File: src/rtl/region_guard_pkg.sv
package region_guard_pkg;

   localparam int MIN_LOG2   = 8;   // smallest region: 256 bytes
   localparam int CODE_W     = 5;
   localparam int OFF_W      = 3;

   localparam logic [OFF_W-1:0] OFF_ID   = 3'd0;
   localparam logic [OFF_W-1:0] OFF_CTRL = 3'd1;
   localparam logic [OFF_W-1:0] OFF_SEL  = 3'd2;
   localparam logic [OFF_W-1:0] OFF_BASE = 3'd3;
   localparam logic [OFF_W-1:0] OFF_ATTR = 3'd4;

   typedef enum logic [1:0] {
      PERM_NONE = 2'b00,
      PERM_PRIV = 2'b01,
      PERM_URO  = 2'b10,
      PERM_FULL = 2'b11
   } perm_e;

   typedef struct packed {
      logic              en;
      logic [CODE_W-1:0] size_code;
      perm_e             perm;
   } region_attr_t;

endpackage

File: src/rtl/region_guard_regs.sv
module region_guard_regs
   import region_guard_pkg::*;
#(
   parameter int NREG  = 8,
   parameter int AW    = 32,
   parameter int DW    = 32,
   localparam int SEL_W = $clog2(NREG)
) (
   input  logic                         clk,
   input  logic                         rst_n,
   input  logic                         bus_sel,
   input  logic                         bus_we,
   input  logic [OFF_W-1:0]             bus_addr,
   input  logic [DW-1:0]                bus_wdata,
   output logic [DW-1:0]                bus_rdata,
   output logic                         enable_o,
   output logic                         bg_en_o,
   output logic [NREG-1:0][AW-1:0]      base_o,
   output region_attr_t [NREG-1:0]      attr_o
);

   logic             enable_q, bg_en_q;
   logic [SEL_W-1:0] sel_q;
   logic             wr;

   assign wr = bus_sel & bus_we;

   always_ff @(posedge clk) begin
      if (!rst_n) begin
         enable_q <= 1'b0;
         bg_en_q  <= 1'b0;
         sel_q    <= '0;
      end else if (wr) begin
         if (bus_addr == OFF_CTRL) begin
            enable_q <= bus_wdata[0];
            bg_en_q  <= bus_wdata[2];
         end
         if (bus_addr == OFF_SEL && bus_wdata < DW'(NREG))
            sel_q <= bus_wdata[SEL_W-1:0];
      end
   end

   for (genvar g = 0; g < NREG; g++) begin : g_region
      logic [AW-1:0] base_q;
      region_attr_t  attr_q;
      logic          hit_sel;

      assign hit_sel = wr && (sel_q == SEL_W'(g));

      always_ff @(posedge clk) begin
         if (!rst_n) begin
            base_q <= '0;
            attr_q <= '{en: 1'b0, size_code: '0, perm: PERM_NONE};
         end else if (hit_sel) begin
            if (bus_addr == OFF_BASE)
               base_q <= {bus_wdata[AW-1:MIN_LOG2], {MIN_LOG2{1'b0}}};
            if (bus_addr == OFF_ATTR)
               attr_q <= '{en: bus_wdata[0],
                           size_code: bus_wdata[CODE_W:1],
                           perm: perm_e'(bus_wdata[9:8])};
         end
      end

      assign base_o[g] = base_q;
      assign attr_o[g] = attr_q;
   end

   always_comb begin
      bus_rdata = '0;
      unique case (bus_addr)
         OFF_ID:   bus_rdata[15:8] = 8'(NREG);
         OFF_CTRL: bus_rdata = {{(DW-3){1'b0}}, bg_en_q, 1'b0, enable_q};
         OFF_SEL:  bus_rdata = DW'(sel_q);
         OFF_BASE: bus_rdata = DW'(base_o[sel_q]);
         OFF_ATTR: bus_rdata = {{(DW-10){1'b0}}, attr_o[sel_q].perm, 2'b00,
                                attr_o[sel_q].size_code, attr_o[sel_q].en};
         default:  bus_rdata = '0;
      endcase
   end

   assign enable_o = enable_q;
   assign bg_en_o  = bg_en_q;

   assert_sel_hold_R12: assert property (@(posedge clk) disable iff (!rst_n)
      !(wr && bus_addr == OFF_SEL) |=> $stable(sel_q));

   assert_sel_range_R12: assert property (@(posedge clk) disable iff (!rst_n)
      32'(sel_q) < NREG);

endmodule

File: src/rtl/region_guard_match.sv
module region_guard_match
   import region_guard_pkg::*;
#(
   parameter int AW = 32
) (
   input  logic [AW-1:0] addr,
   input  logic [AW-1:0] base,
   input  region_attr_t  attr,
   output logic          hit
);

   localparam int SH_W = $clog2(AW + 1) + 1;

   logic [SH_W-1:0] shamt;
   logic [AW-1:0]   mask;

   always_comb begin
      shamt = SH_W'(attr.size_code) + SH_W'(MIN_LOG2);
      if (shamt >= SH_W'(AW))
         mask = '0;
      else
         mask = {AW{1'b1}} << shamt;
   end

   assign hit = attr.en && (((addr ^ base) & mask) == '0);

endmodule

File: src/rtl/region_guard_resolve.sv
module region_guard_resolve
   import region_guard_pkg::*;
#(
   parameter int            NREG     = 8,
   parameter int            AW       = 32,
   parameter logic [AW-1:0] VT_BASE  = '0,
   parameter int            VT_LOG2  = 8,
   parameter logic [AW-1:0] SYS_BASE = AW'(32'hE000_E000),
   parameter int            SYS_LOG2 = 12
) (
   input  logic                    clk,
   input  logic                    rst_n,
   input  logic                    enable,
   input  logic                    bg_en,
   input  logic [NREG-1:0]         hit,
   input  region_attr_t [NREG-1:0] attr,
   input  logic [AW-1:0]           addr,
   input  logic                    priv,
   input  logic                    write,
   output logic                    allow
);

   localparam int NWIN = 2;
   localparam logic [NWIN-1:0][AW-1:0] WIN_BASE = {SYS_BASE, VT_BASE};
   localparam int WIN_LOG2 [NWIN] = '{VT_LOG2, SYS_LOG2};

   logic [NWIN-1:0] in_win_v;
   logic            in_win;
   logic [NREG-1:0] win;
   logic            any_hit;
   perm_e           perm_sel;
   logic            perm_ok;

   for (genvar w = 0; w < NWIN; w++) begin : g_win
      assign in_win_v[w] = (addr >> WIN_LOG2[w]) == (WIN_BASE[w] >> WIN_LOG2[w]);
   end
   assign in_win = |in_win_v;

   // a region wins when no higher-numbered region also hits
   for (genvar g = 0; g < NREG; g++) begin : g_prio
      if (g == NREG - 1) begin : g_top
         assign win[g] = hit[g];
      end else begin : g_low
         assign win[g] = hit[g] & ~(|hit[NREG-1:g+1]);
      end
   end
   assign any_hit = |hit;

   always_comb begin
      perm_sel = PERM_NONE;
      for (int i = 0; i < NREG; i++)
         if (win[i]) perm_sel = perm_e'(perm_sel | attr[i].perm);
   end

   always_comb begin
      unique case (perm_sel)
         PERM_NONE: perm_ok = 1'b0;
         PERM_PRIV: perm_ok = priv;
         PERM_URO:  perm_ok = priv | ~write;
         PERM_FULL: perm_ok = 1'b1;
         default:   perm_ok = 1'b0;
      endcase
   end

   assign allow = !enable || in_win || (any_hit ? perm_ok : (priv && bg_en));

   assert_single_winner_R7: assert property (@(posedge clk) disable iff (!rst_n)
      $onehot0(win));

   assert_off_allows_R1: assert property (@(posedge clk) disable iff (!rst_n)
      !enable |-> allow);

   assert_window_pass_R2: assert property (@(posedge clk) disable iff (!rst_n)
      (enable && in_win) |-> allow);

   assert_bg_unpriv_deny_R10: assert property (@(posedge clk) disable iff (!rst_n)
      (enable && !in_win && !any_hit && !priv) |-> !allow);

endmodule

File: src/rtl/region_guard.sv
module region_guard
   import region_guard_pkg::*;
#(
   parameter int            NREG     = 8,
   parameter int            AW       = 32,
   parameter int            DW       = 32,
   parameter logic [AW-1:0] VT_BASE  = '0,
   parameter int            VT_LOG2  = 8,
   parameter logic [AW-1:0] SYS_BASE = AW'(32'hE000_E000),
   parameter int            SYS_LOG2 = 12
) (
   input  logic             clk,
   input  logic             rst_n,
   input  logic             bus_sel,
   input  logic             bus_we,
   input  logic [OFF_W-1:0] bus_addr,
   input  logic [DW-1:0]    bus_wdata,
   output logic [DW-1:0]    bus_rdata,
   input  logic             acc_valid,
   input  logic [AW-1:0]    acc_addr,
   input  logic             acc_priv,
   input  logic             acc_write,
   output logic             acc_allow,
   output logic             acc_fault
);

   if (NREG < 2 || NREG > 16) begin : g_bad_nreg
      $error("region_guard: NREG must lie in 2..16");
   end
   if (AW < 16 || AW > DW) begin : g_bad_aw
      $error("region_guard: AW must lie in 16..DW");
   end
   if (DW != 32) begin : g_bad_dw
      $error("region_guard: DW must be 32");
   end
   if (VT_LOG2 < MIN_LOG2 || SYS_LOG2 < MIN_LOG2 || VT_LOG2 >= AW || SYS_LOG2 >= AW) begin : g_bad_win
      $error("region_guard: window sizes out of range");
   end

   logic                    enable, bg_en;
   logic [NREG-1:0][AW-1:0] base;
   region_attr_t [NREG-1:0] attr;
   logic [NREG-1:0]         hit;
   logic                    fault_q;

   region_guard_regs #(.NREG(NREG), .AW(AW), .DW(DW)) u_regs (
      .clk       (clk),
      .rst_n     (rst_n),
      .bus_sel   (bus_sel),
      .bus_we    (bus_we),
      .bus_addr  (bus_addr),
      .bus_wdata (bus_wdata),
      .bus_rdata (bus_rdata),
      .enable_o  (enable),
      .bg_en_o   (bg_en),
      .base_o    (base),
      .attr_o    (attr)
   );

   for (genvar g = 0; g < NREG; g++) begin : g_match
      region_guard_match #(.AW(AW)) u_match (
         .addr (acc_addr),
         .base (base[g]),
         .attr (attr[g]),
         .hit  (hit[g])
      );
   end

   region_guard_resolve #(
      .NREG(NREG), .AW(AW), .VT_BASE(VT_BASE), .VT_LOG2(VT_LOG2),
      .SYS_BASE(SYS_BASE), .SYS_LOG2(SYS_LOG2)
   ) u_resolve (
      .clk    (clk),
      .rst_n  (rst_n),
      .enable (enable),
      .bg_en  (bg_en),
      .hit    (hit),
      .attr   (attr),
      .addr   (acc_addr),
      .priv   (acc_priv),
      .write  (acc_write),
      .allow  (acc_allow)
   );

   always_ff @(posedge clk) begin
      if (!rst_n) fault_q <= 1'b0;
      else        fault_q <= acc_valid & ~acc_allow;
   end
   assign acc_fault = fault_q;

   assert_fault_after_deny_R11: assert property (@(posedge clk) disable iff (!rst_n)
      (acc_valid && !acc_allow) |=> acc_fault);

   assert_fault_has_cause_R11: assert property (@(posedge clk) disable iff (!rst_n)
      acc_fault |-> $past(acc_valid && !acc_allow));

endmodule

File: config.mk
export PLATFORM = sky130hd
export DESIGN_NAME = region_guard
export DESIGN_NICKNAME = d
export VERILOG_FILES = /design/src/rtl/region_guard_pkg.sv /design/src/rtl/region_guard_regs.sv /design/src/rtl/region_guard_match.sv /design/src/rtl/region_guard_resolve.sv /design/src/rtl/region_guard.sv
export SDC_FILE = /design/constraint.sdc
export NUM_CORES = 1
export LEC_CHECK = 0
export ABC_CLOCK_PERIOD_IN_PS = 3500
export BUFFER_PORTS_ARGS = -buffer_cell sky130_fd_sc_hd__buf_4
export CORE_ASPECT_RATIO = 1.25
export CORE_UTILIZATION = 50
export DETAILED_ROUTE_END_ITERATION = 12
export GPL_ROUTABILITY_DRIVEN = 1
export PLACE_DENSITY = 0.74
export SETUP_SLACK_MARGIN = 0.3
export SLEW_MARGIN = 20
export SYNTH_ARGS = -nofsm -noshare
export SYNTH_HDL_FRONTEND = slang
export SYNTH_HIERARCHICAL = 1
export SYNTH_SLANG_ARGS = --single-unit
File: constraint.sdc
create_clock -name clk -period 3.5 [get_ports clk]
set_input_delay 0.175 -clock clk [delete_from_list [all_inputs] [get_ports clk]]
set_output_delay 0.175 -clock clk [all_outputs]
set_load 0.02 [all_outputs]
# --- Word level (Yosys, flattened, before mapping) ---
# Index checks and enable logic that the tools add are counted.
op_classes:
  add_sub_neg: 8
  n_lt_le_gt_ge: 10
  n_eq_ne: 15
  shifts: 8
  mux: 25
  bitwise_logic: 42
  n_reduce_logical: 59
ops:
  columns: ["operator", "count"]
  rows:
  - ["zero test 32 bit", 9]
  - ["two-way mux 32 bit", 9]
  - ["AND 32 bit", 8]
  - ["<< shifter 32 x 7 -> 32 bit, first input constant", 8]
  - ["XOR 32 bit", 8]
  - ["binary-select mux 32 bit (select 3 bit)", 1]
  - [">= comparator 7 x 6 -> 1 bit, second input constant", 8]
  - ["adder 5 x 4 -> 6 bit, second input constant", 8]
  - ["AND reduction 2 bit", 18]
  - ["less-than comparator 32 x 4 -> 1 bit, second input constant", 1]
  - ["one-hot mux 8 bit (4 select lines)", 1]
  - ["binary-select mux 8 bit (select 3 bit)", 1]
  - ["one-hot mux 8 bit (3 select lines)", 1]
  - ["equality test 20 bit, second input constant", 1]
  - ["logical AND 1 bit", 18]
  - ["two-way mux 16 bit", 1]
  - ["two-way mux 2 bit", 8]
  - ["equality test 3 bit, second input constant", 5]
  - ["OR 2 bit", 7]
  - ["equality test 3 x 2 -> 1 bit, second input constant", 4]
  - ["AND 1 bit", 9]
  - ["inverter 1 bit", 9]
  - ["two-way mux 8 bit", 1]
  - ["OR reduction 8 bit", 1]
  - ["other kinds (17)", 22]
word_totals:
  regBits: 262
  in_bits: 74
  out_inout_bits: 34
  word_cells: 203

# --- Depth between registers and ports, before layout ---
# Gate-level depths: netlist of run 1.
depth:
  depth_word: 30
  mapped_depth: 15
  depth_no_buf: 14

# --- By module ---
# The synthesis of run 1 kept the hierarchy.
modules_own_cells:
  columns: ["module", "instances", "cells_per_inst", "area_each_um2", "seq_area_each_um2"]
  rows:
  - ["region_guard_regs", 1, 1383, 11920.2, 5225.0]
  - ["region_guard_match at g_match[0].u_match ...", 5, 101, 770.7, 0.0]
  - ["region_guard_match at g_match[5].u_match ...", 3, 102, 721.9, 0.0]
  - ["region_guard_resolve", 1, 47, 285.3, 0.0]
  - ["region_guard", 1, 2, 28.8, 20.0]

# --- Worst setup path after synthesis of run 1 ---
# No wires, ideal clock.
synth_path:
  kind: "reg2reg"
  startpoint: "register u_regs.g_region[7].attr_q (netlist bit u_regs/attr_o[61])"
  endpoint: "register fault_q (netlist: acc_fault)"
  setup_time_ns: 0.060
  arrival_ns: 3.312
  t_required_ns: 3.440
  path_slack_ns: 0.129
  path_stages_with_launch: 16
  path_buffers: 1
  synth_period_minus_slack_ns: 3.371
  cell_sequence: "dfxtp_1 -> buf_2 -> inv_1 -> ha_1 -> inv_1 -> a21oi_1 -> o2111ai_1 -> nor3_1 -> a41oi_1 -> nor3_1 -> or3_4 -> a221oi_2 -> a311oi_2 -> o211ai_2 -> a221o_1 -> and3b_1"
synth_via:
  elab_chain_len: 30
  word_cells_on_any_way: 52
  classes_between: "add/sub (1); order compare (1); eq/ne (3); shift (1); mux (11); bitwise (24); reduce/logical (11)"
synth_rtl:
  columns: ["element", "line", "rtl"]
  rows:
  - ["start: declaration", "region_guard_regs.sv:45", "region_attr_t attr_q;"]
  - ["start signal: assignment", "region_guard_regs.sv:53", "attr_q <= '{en: 1'b0, size_code: '0, perm: PERM_NONE};"]
  - ["start signal: assignment", "region_guard_regs.sv:58", "attr_q <= '{en: bus_wdata[0],"]
  - ["adder 5 x 4 -> 6 bit *", "region_guard_match.sv:18", "shamt = SH_W'(attr.size_code) + SH_W'(MIN_LOG2);"]
  - ["<< shifter 32 x 7 -> 32 bit / >= comparator 7 x 6 -> 1 bit (equally long branches)", "region_guard_match.sv:22, region_guard_match.sv:19", null]
  - ["two-way mux 32 bit *", "region_guard_match.sv:19", "if (shamt >= SH_W'(AW))"]
  - ["AND 32 bit *", "region_guard_match.sv:25", "assign hit = attr.en && (((addr ^ base) & mask) == '0);"]
  - ["zero test 32 bit *", "region_guard_match.sv:25", null]
  - ["logical AND 1 bit *", "region_guard_match.sv:25", null]
  - ["via hit[7]", "region_guard.sv:43", "logic [NREG-1:0] hit;"]
  - ["OR reduction 7 bit", "region_guard_resolve.sv:44", "assign win[g] = hit[g] & ~(|hit[NREG-1:g+1]);"]
  - ["[... 16 more ...]", null, null]
  - ["two-way mux 2 bit", "region_guard_resolve.sv:52", "if (win[i]) perm_sel = perm_e'(perm_sel | attr[i].perm);"]
  - ["equality test 2 bit, or another cell as far along", "region_guard_resolve.sv:56", "unique case (perm_sel)"]
  - ["one-hot mux 1 bit (4 select lines)", "region_guard_resolve.sv:56", null]
  - ["two-way mux 1 bit *", "region_guard_resolve.sv:65", "assign allow = !enable || in_win || (any_hit ? perm_ok : (priv && bg_en));"]
  - ["logical OR 1 bit *", "region_guard_resolve.sv:65", null]
  - ["via acc_allow", "region_guard.sv:23", "output logic acc_allow,"]
  - ["inverter 1 bit *", "region_guard.sv:87", "else fault_q <= acc_valid & ~acc_allow;"]
  - ["AND 1 bit *", "region_guard.sv:87", null]
  - ["end signal: assignment", "region_guard.sv:87", null]
  - ["end: declaration", "region_guard.sv:44", "logic fault_q;"]
# Mark *: on every way through the listed nets, which the timed path passes. The rest lies on a longest branch.
# A chain may end at the register's enable or synchronous reset.

# --- Worst setup path after layout of run 1 ---
layout_path:
  startpoint: "register u_regs.g_region[7].base_q[19]"
  endpoint: "output acc_allow"
layout_via:
  elab_chain_len: 26
  word_cells_on_any_way: 47
  classes_between: "eq/ne (3); mux (10); bitwise (23); reduce/logical (11)"
layout_rtl:
  columns: ["element", "line", "rtl"]
  rows:
  - ["start: declaration", "region_guard_regs.sv:44", "logic [AW-1:0] base_q;"]
  - ["start signal: assignment", "region_guard_regs.sv:56", "base_q <= {bus_wdata[AW-1:MIN_LOG2], {MIN_LOG2{1'b0}}};"]
  - ["XOR 32 bit *", "region_guard_match.sv:25", null]
  - ["AND 32 bit *", "region_guard_match.sv:25", null]
  - ["zero test 32 bit *", "region_guard_match.sv:25", null]
  - ["logical AND 1 bit *", "region_guard_match.sv:25", null]
  - ["via hit[7]", "region_guard.sv:43", null]
  - ["OR reduction 7 bit", "region_guard_resolve.sv:44", null]
  - ["inverter 1 bit", "region_guard_resolve.sv:44", null]
  - ["AND 1 bit", "region_guard_resolve.sv:44", null]
  - ["[... 11 more ...]", null, null]
  - ["OR 2 bit", "region_guard_resolve.sv:52", null]
  - ["two-way mux 2 bit", "region_guard_resolve.sv:52", null]
  - ["OR 2 bit", "region_guard_resolve.sv:52", null]
  - ["two-way mux 2 bit", "region_guard_resolve.sv:52", null]
  - ["equality test 2 bit, or another cell as far along", "region_guard_resolve.sv:56", null]
  - ["one-hot mux 1 bit (4 select lines)", "region_guard_resolve.sv:56", null]
  - ["two-way mux 1 bit *", "region_guard_resolve.sv:65", null]
  - ["logical OR 1 bit *", "region_guard_resolve.sv:65", null]
  - ["end: declaration", "region_guard.sv:23", null]
# Marks and branches as above.

==> metrics.txt, run 1 <==
CP max-delay cell xor2_1; Final setup viols 1; Synth Register Bits around 260; die height 216 um; Async SR Flop Fraction 0%; Worst Skew 0.0150 ns; die area 37300 sq um; Final nets 2439; status finished, violations left; Critical Path Source Type register; Yosys warnings 6; largest family of logic cells by synthesized area simple AND/OR/NAND/NOR gates; global route total overflow 0; clock buffer depth 3; total CTS buffers 31; adder-cell share of the synthesized area ~2.2%; Top delay family on crit path compound AO/OA/AOI/OAI gates; DR vias/cell 6.22; Max Slew Vio Count 0; Root Buffer clkbuf_16; Final Hold Slack 0.00738 ns; ANT nets after route 0; Post-Syn Instances 2243; initial antenna violation count 4; # H-tree levels 1; Post-synth EDFFs 0; DRC Markers 0; Yosys cell types 70; Synth area leader dfxtp_1; Hold Vio Cnt, Final 0; critical path endpoint category output pin; Overall Power 7250 uW; Leak roughly 0.0077 uW; RSZ-0062 raised after global routing yes; Worst-path clk slew about 0.06 ns; share of layout cells above drive strength 1 18.6%; top_reg_cell synth dfxtp_1; Hold Crit Class input port to register; most common cell after layout, fill and taps aside nand2_1; Compound-Gate Fraction of Synth Area 16.1%; Core Footprint 35600 sq um; kind of critical path register to output pin; xor/xnor cell area share of the yosys netlist a little over an eighth; Tmin final between 3 and 4 ns; crit-path max FO 4; most frequent cells in the layout nand2_1, a21oi_1, dfxtp_1, buf_4, xor2_1; fmax 0.260 GHz; most used cell, CP a21oi_1; IO Port Bufs 105; Netlist Area Pre-Place 18300 sq um; gpl congestion 0.993; Tot GR Track Use between 30% and 40%; Starting Density 51.2%; Slew @ Worst Pin 1.05 ns; CP Data Required Time between 3 and 4 ns; Max VDD drop about 0.45 mV; Final Cycle Share 110%; Synth Area per Inst 8.14 sq um; largest net degree at the start of global routing between 100 and 150; pre-CTS WS 0.0985 ns; TritonCTS clock tree done; Largest stage delay, worst path 0.56 ns; PwrDens 346 nW/um^2; max cap viols 0; setup_tns -0.348 ns; Worst Slack Setup Final -0.348 ns; Die X 173 um; sequential share of the synthesized area 28.7%; DP HPWL around 52000 um; failing checks setup timing; first-pass GRT wire length 106000 um; simple-gate share of the synthesized area 20.1%; share of the synthesized area in the top cell type about 29%; Pre-Repair DR Iteration Count 6; Finished Core Util 58.8%; Top Ports approximately 110; slew margin rel. 29.1%; drt wl/cell 25.7 um; R2R Setup Slk 0.28 ns; CTS Sinks 262; Worst-Skew Late Latency approximately 0.58 ns; Vias 17.6k; top cells by area, synth dfxtp_1, nand2_1, mux4_2, xor2_1, a21oi_1; Arr. time, crit path approximately 3.7 ns; Routed WL 72800 um; Buf/Inv on CP 2; DRT iter0 DRCs 2364; multiplexer share of the synthesized area 12.0%; Layout area overhead 14.9%; CP cell instances xor2_1 > o21ai_0 > nand4_1 > nor3_2 > a41oi_2 > nor3_4 > buf_4 > a21oi_1 > a21oi_1 > a311oi_2 > nand3_1 > a221o_1 > buf_6; vias in the first global route 16.5k; Site Rows 77
-- timing repair --
item | 4_1_cts | 5_1_grt
setup endpoints to repair | 2 | 6
buffers inserted | 12 | 6
pin swaps | 18 | 20
hold buffers | 32 | 0
cloned | 0 | 0
hold endpoints to repair | 209 | 0
resized for setup | 23 | 16
-- worst min-delay path, stage by stage --
cell     delay, ns
buf_4         0.18
mux2i_1       0.14
nor2_1        0.05
-- kinds of logic (layout without fill, tap and decap cells) --
family,count (synthesis),after routing
AOI/OAI and AO/OA,497,497
xor gates and xnor gates,256,256
adders and majority gates,32,32
buffers and inverters,258,307
DFF,262,262
muxes,138,138
other,1,68
and+or+nand+nor,799,799
-- routing by layer --
layer | track usage [%] | up-vias | share of wire, %
met1 | 49.4 | 8318 | 38
met4 | 20.5 | 0 | 6.3
met2 | 59.1 | 1255 | 43
met5 | 0 | - | 0
met3 | 8.28 | 278 | 13
li1 | - | 7782 | -
-- flip-flops by register name (all words and copies together) (netlist names) --
register	count
u_regs/g_region.base_q	192
u_regs/bg_en_o	1
acc_fault	1
u_regs/enable_o	1
u_regs/sel_q	3
u_regs/attr_o	64
-- area by class of cell --
class,count,area [sq um]
Timing Repair Buffer,219,1790
Antenna cell,2,5.00
Fill cell,3203,14700
Sequential cell,262,5270
Inverter,31,124
Clock inverter,19,223
Clock buffer,38,862
Tap cell,474,593
Multi-Input combinational cell,1788,12100
-- report_power, final --
part	switching [uW]	internal [uW]
registers	6.15	2980
logic	527	257
clock network	1430	2050
total	1960	5290
-- cells in the mapped netlist (21+ instances only) --
cell	count
nand2_1	508
a21oi_1	268
nor3_1	21
o21ai_1	24
mux4_2	64
ha_1	32
mux2i_1	74
buf_2	24
inv_1	29
buf_4	80
clkbuf_1	106
xor2_1	155
dfxtp_1	262
nor2_1	131
o21ai_0	80
xnor2_1	81
-- final timing paths --
| path | startpoint | end | depth (start not counted) |
|---|---|---|---|
| max | u_regs/g_region[7].base_q[19] | acc_allow | 13 |
| min | bus_wdata[3] | u_regs/attr_o[60] | 3 |
| max reg2reg | u_regs/g_region[7].base_q[19] | acc_fault | 13 |
| min reg2reg | u_regs/g_region[0].base_q[16] | u_regs/g_region[0].base_q[16] | 2 |
-- metrics by stage --
| stage | cell area [sq um] | cells |
|---|---|---|
| 6_report | 21000 | 2833 |
| 5_1_grt | 21000 | 2831 |
| 4_1_cts | 20800 | 2825 |
| 3_5_place_dp | 19300 | 2724 |
| 3_3_place_gp | 19300 | 2724 |
| 2_1_floorplan | 18600 | 2308 |
No activity file was read; power rests on OpenSTA's default activity.
==> inputs of run 2 (changes only) <==
Settings changed: CORE_MARGIN set to 3.
==> run 2 against run 1 <==
The flow still finishes with violations (setup timing). Non-clock buffer count is 1 lower. Via count decreased by 0.50%. Clock-buffer cell count is 1 higher. Clock skew is 0.0019 ns lower. Maximum frequency down 1.0%. Combinational power hardly changed. Design area is 0.63% lower. Register-to-register slack worse by 0.04 ns. Sequential share of layout area increased by 0.20 points. Core utilization decreased by 0.53 points. Setup slack lost 0.041 ns.
==> metrics.txt, run 2 (synthesized netlist as in run 1, its figures left out) <==
status finished, violations left; failing checks setup timing; TritonCTS clock tree done; # placed instances 2717 (-0.26%); met1 GRT Util 48.9% (-0.55 points); Worst-path clk slew 0.06 ns (about the same); die height 220 um (+1.9%); Hold EP u_regs/attr_o[61]; NetSw 1860 uW (-4.8%); DR vias/cell 6.21 (-0.18%); setup_tns -0.389 ns (-0.0407 ns); CP startpoint u_regs/attr_o[53]; clock network power share 44.7% (-3.2 points); crit-path max FO 5 (+1); max reg flops 192 (unchanged); initial antenna violation count 1 (-3); Root Buffer clkbuf_16; most frequent cells in the layout nand2_1, a21oi_1, dfxtp_1, buf_4, xor2_1; Worst-Skew Late Latency 0.57 ns (about the same); most common cell after layout, fill and taps aside nand2_1; fraction of power consumed by combinational cells 11.5% (+0.7 points); R2R Setup Slk 0.24 ns (-0.04 ns); R2R Path End acc_fault; Max VDD drop 0.373 mV (-17%); CP cell instances inv_1 > ha_4 > nand2b_1 > o21ai_0 > nand4_1 > nor3_1 > a41oi_2 > nor3_2 > buf_4 > nand3b_1 > a21oi_1 > a311oi_2 > nand3_1 > a221o_1 > buf_6; Worst Skew 0.0132 ns (-0.00186 ns); gpl congestion 1.05 (+6.3%); gr busiest metal met2; Hold Crit Class input port to register; global route total overflow 0 (unchanged); worst r2r path cells 15 (+2); DRT iter0 DRCs 2632 (+11%); ANT nets after route 0 (unchanged); Layout fillers 3235 (+1.0%); Routed WL 71800 um (-1.3%); Layout area overhead 14.1%; Pre-Repair DR Iteration Count 8 (+2); Arr. time, crit path 3.71 ns (+0.04 ns); Largest stage delay, worst path 0.46 ns (-0.10 ns); Starting Density 51.1% (-0.14 points); Tot GR Track Use 35.9% (-2.2 points); die area 38800 sq um (+4.2%); clock buffer depth 3 (unchanged); Site Rows 77 (unchanged); slew margin rel. 37.1% (+8.0 points); IO Port Bufs 105 (unchanged); Core Footprint 35700 sq um (+0.27%); first-pass GRT wire length 106000 um (-0.81%); max cap viols 0 (unchanged); CP Data Required Time 3.32 ns (about the same); fin cells 2824 (-0.32%); Critical Path Source Type register; Top Ports 108 (unchanged); CTS Sinks 262 (unchanged); Final nets 2436 (-0.12%); # H-tree levels 1 (unchanged); Hold Vio Cnt, Final 0 (unchanged); fmax 0.257 GHz (-1.0%); M2 GR Usage 55.4% (-3.7 points); vias in the first global route 16.4k (-0.16%); Diodes inserted 0 (-2); hold wc startpoint bus_wdata[4]; Top delay family on crit path compound AO/OA/AOI/OAI gates; Slew @ Worst Pin 0.941 ns (-0.113 ns); RSZ-0062 raised after global routing yes; cell-internal power 4950 uW (-6.4%); Die X 177 um (+2.3%); Buf/Inv on CP 3 (+1); CP max-delay cell a221o_1; total CTS buffers 29 (-6.5%); Final Cycle Share 111% (+1.2 points); share of layout cells above drive strength 1 18.4% (-0.20 points); kind of critical path register to output pin; PwrDens 327 nW/um^2 (-5.3%); largest net degree at the start of global routing 138 (-4.2%); FF-to-FF Start u_regs/attr_o[53]; Top reg by flops u_regs/g_region.base_q; DRC Markers 0 (unchanged); Leak 0.00762 uW (-0.44%); critical path endpoint category output pin; Tmin final 3.89 ns (+0.0407 ns); Worst Slack Setup Final -0.389 ns (-0.0407 ns); Vias 17.5k (-0.50%); WHS Path Cells 3 (unchanged); grt met3 use 6.20% (-2.1 points); Max Slew Vio Count 0 (unchanged); DP HPWL 51500 um (-1.4%); pre-CTS WS 0.0411 ns (-0.0575 ns); drt wl/cell 25.4 um (-1.0%); Final setup viols 1 (unchanged); Seq pwr share 43.9% (+2.6 points); Sw Share 27.3% (+0.34 points)
==> run 2: worst reg2reg max path, stage by stage (launching register included) <==
cell,delay [ns]
dfxtp_2,0.33
inv_1,0.07
ha_4,0.31
nand2b_1,0.11
o21ai_0,0.16
nand4_1,0.11
nor3_1,0.23
a41oi_2,0.15
nor3_2,0.19
buf_4,0.15
nand3b_1,0.11
a21oi_1,0.08
a311oi_2,0.35
nand3_1,0.14
a221o_1,0.46
and3b_1,0.24
==> run 2: power by group through the flow <==
stage	Sequential, uW	Clock (uW)	Combinational [uW]
global route	2990	3180	812
global placement	3060	0	721
CTS	2990	3070	754
floorplan	3060	0	437
finish	2990	3050	781
detailed placement	3060	0	723
==> run 2: worst max-delay path by stage <==
stage	slack [ns]	cells past startpoint	to
2_1_floorplan	0.30	15	acc_fault
3_3_place_gp	0.1	10	acc_allow
3_5_place_dp	0.04	13	acc_allow
4_1_cts	-0.32	15	acc_allow
5_1_grt	-0.47	15	acc_allow
6_report	-0.39	15	acc_allow
==> run 2: layout make-up <==
cell class | instances | area (sq um) | share of cell area [%]
Inverter | 31 | 124 | 0.595
Clock buffer | 39 | 783 | 3.76
Tap cell | 474 | 593 | 2.85
Multi-Input combinational cell | 1788 | 12100 | 58.2
Timing Repair Buffer | 218 | 1800 | 8.65
Clock inverter | 12 | 125 | 0.601
Sequential cell | 262 | 5280 | 25.4
==> run 2: routing by layer <==
layer	wire, um	share of wire, %
met1	27900	39
met2	31300	44
met5	46	0.064
met4	4310	6.0
met3	8240	11
==> run 2: repair_timing <==
item	CTS	global route
resized for setup	24	25
pin swaps	22	20
setup endpoints to repair	2	8
endpoints found under the hold margin	200	0
hold buffers	33	0
buffers inserted	20	3
==> run 2: through the flow <==
stage	area [sq um]	util, %	hold WS, ns	power [uW]
2_1_floorplan	18600	-	0.331	3490
3_3_place_gp	19300	53.9	0.423	3780
3_5_place_dp	19300	53.9	0.434	3780
4_1_cts	20700	58.0	0.00682	6810
5_1_grt	20800	58.3	0.0261	6980
6_report	20800	58.3	0.0287	6820
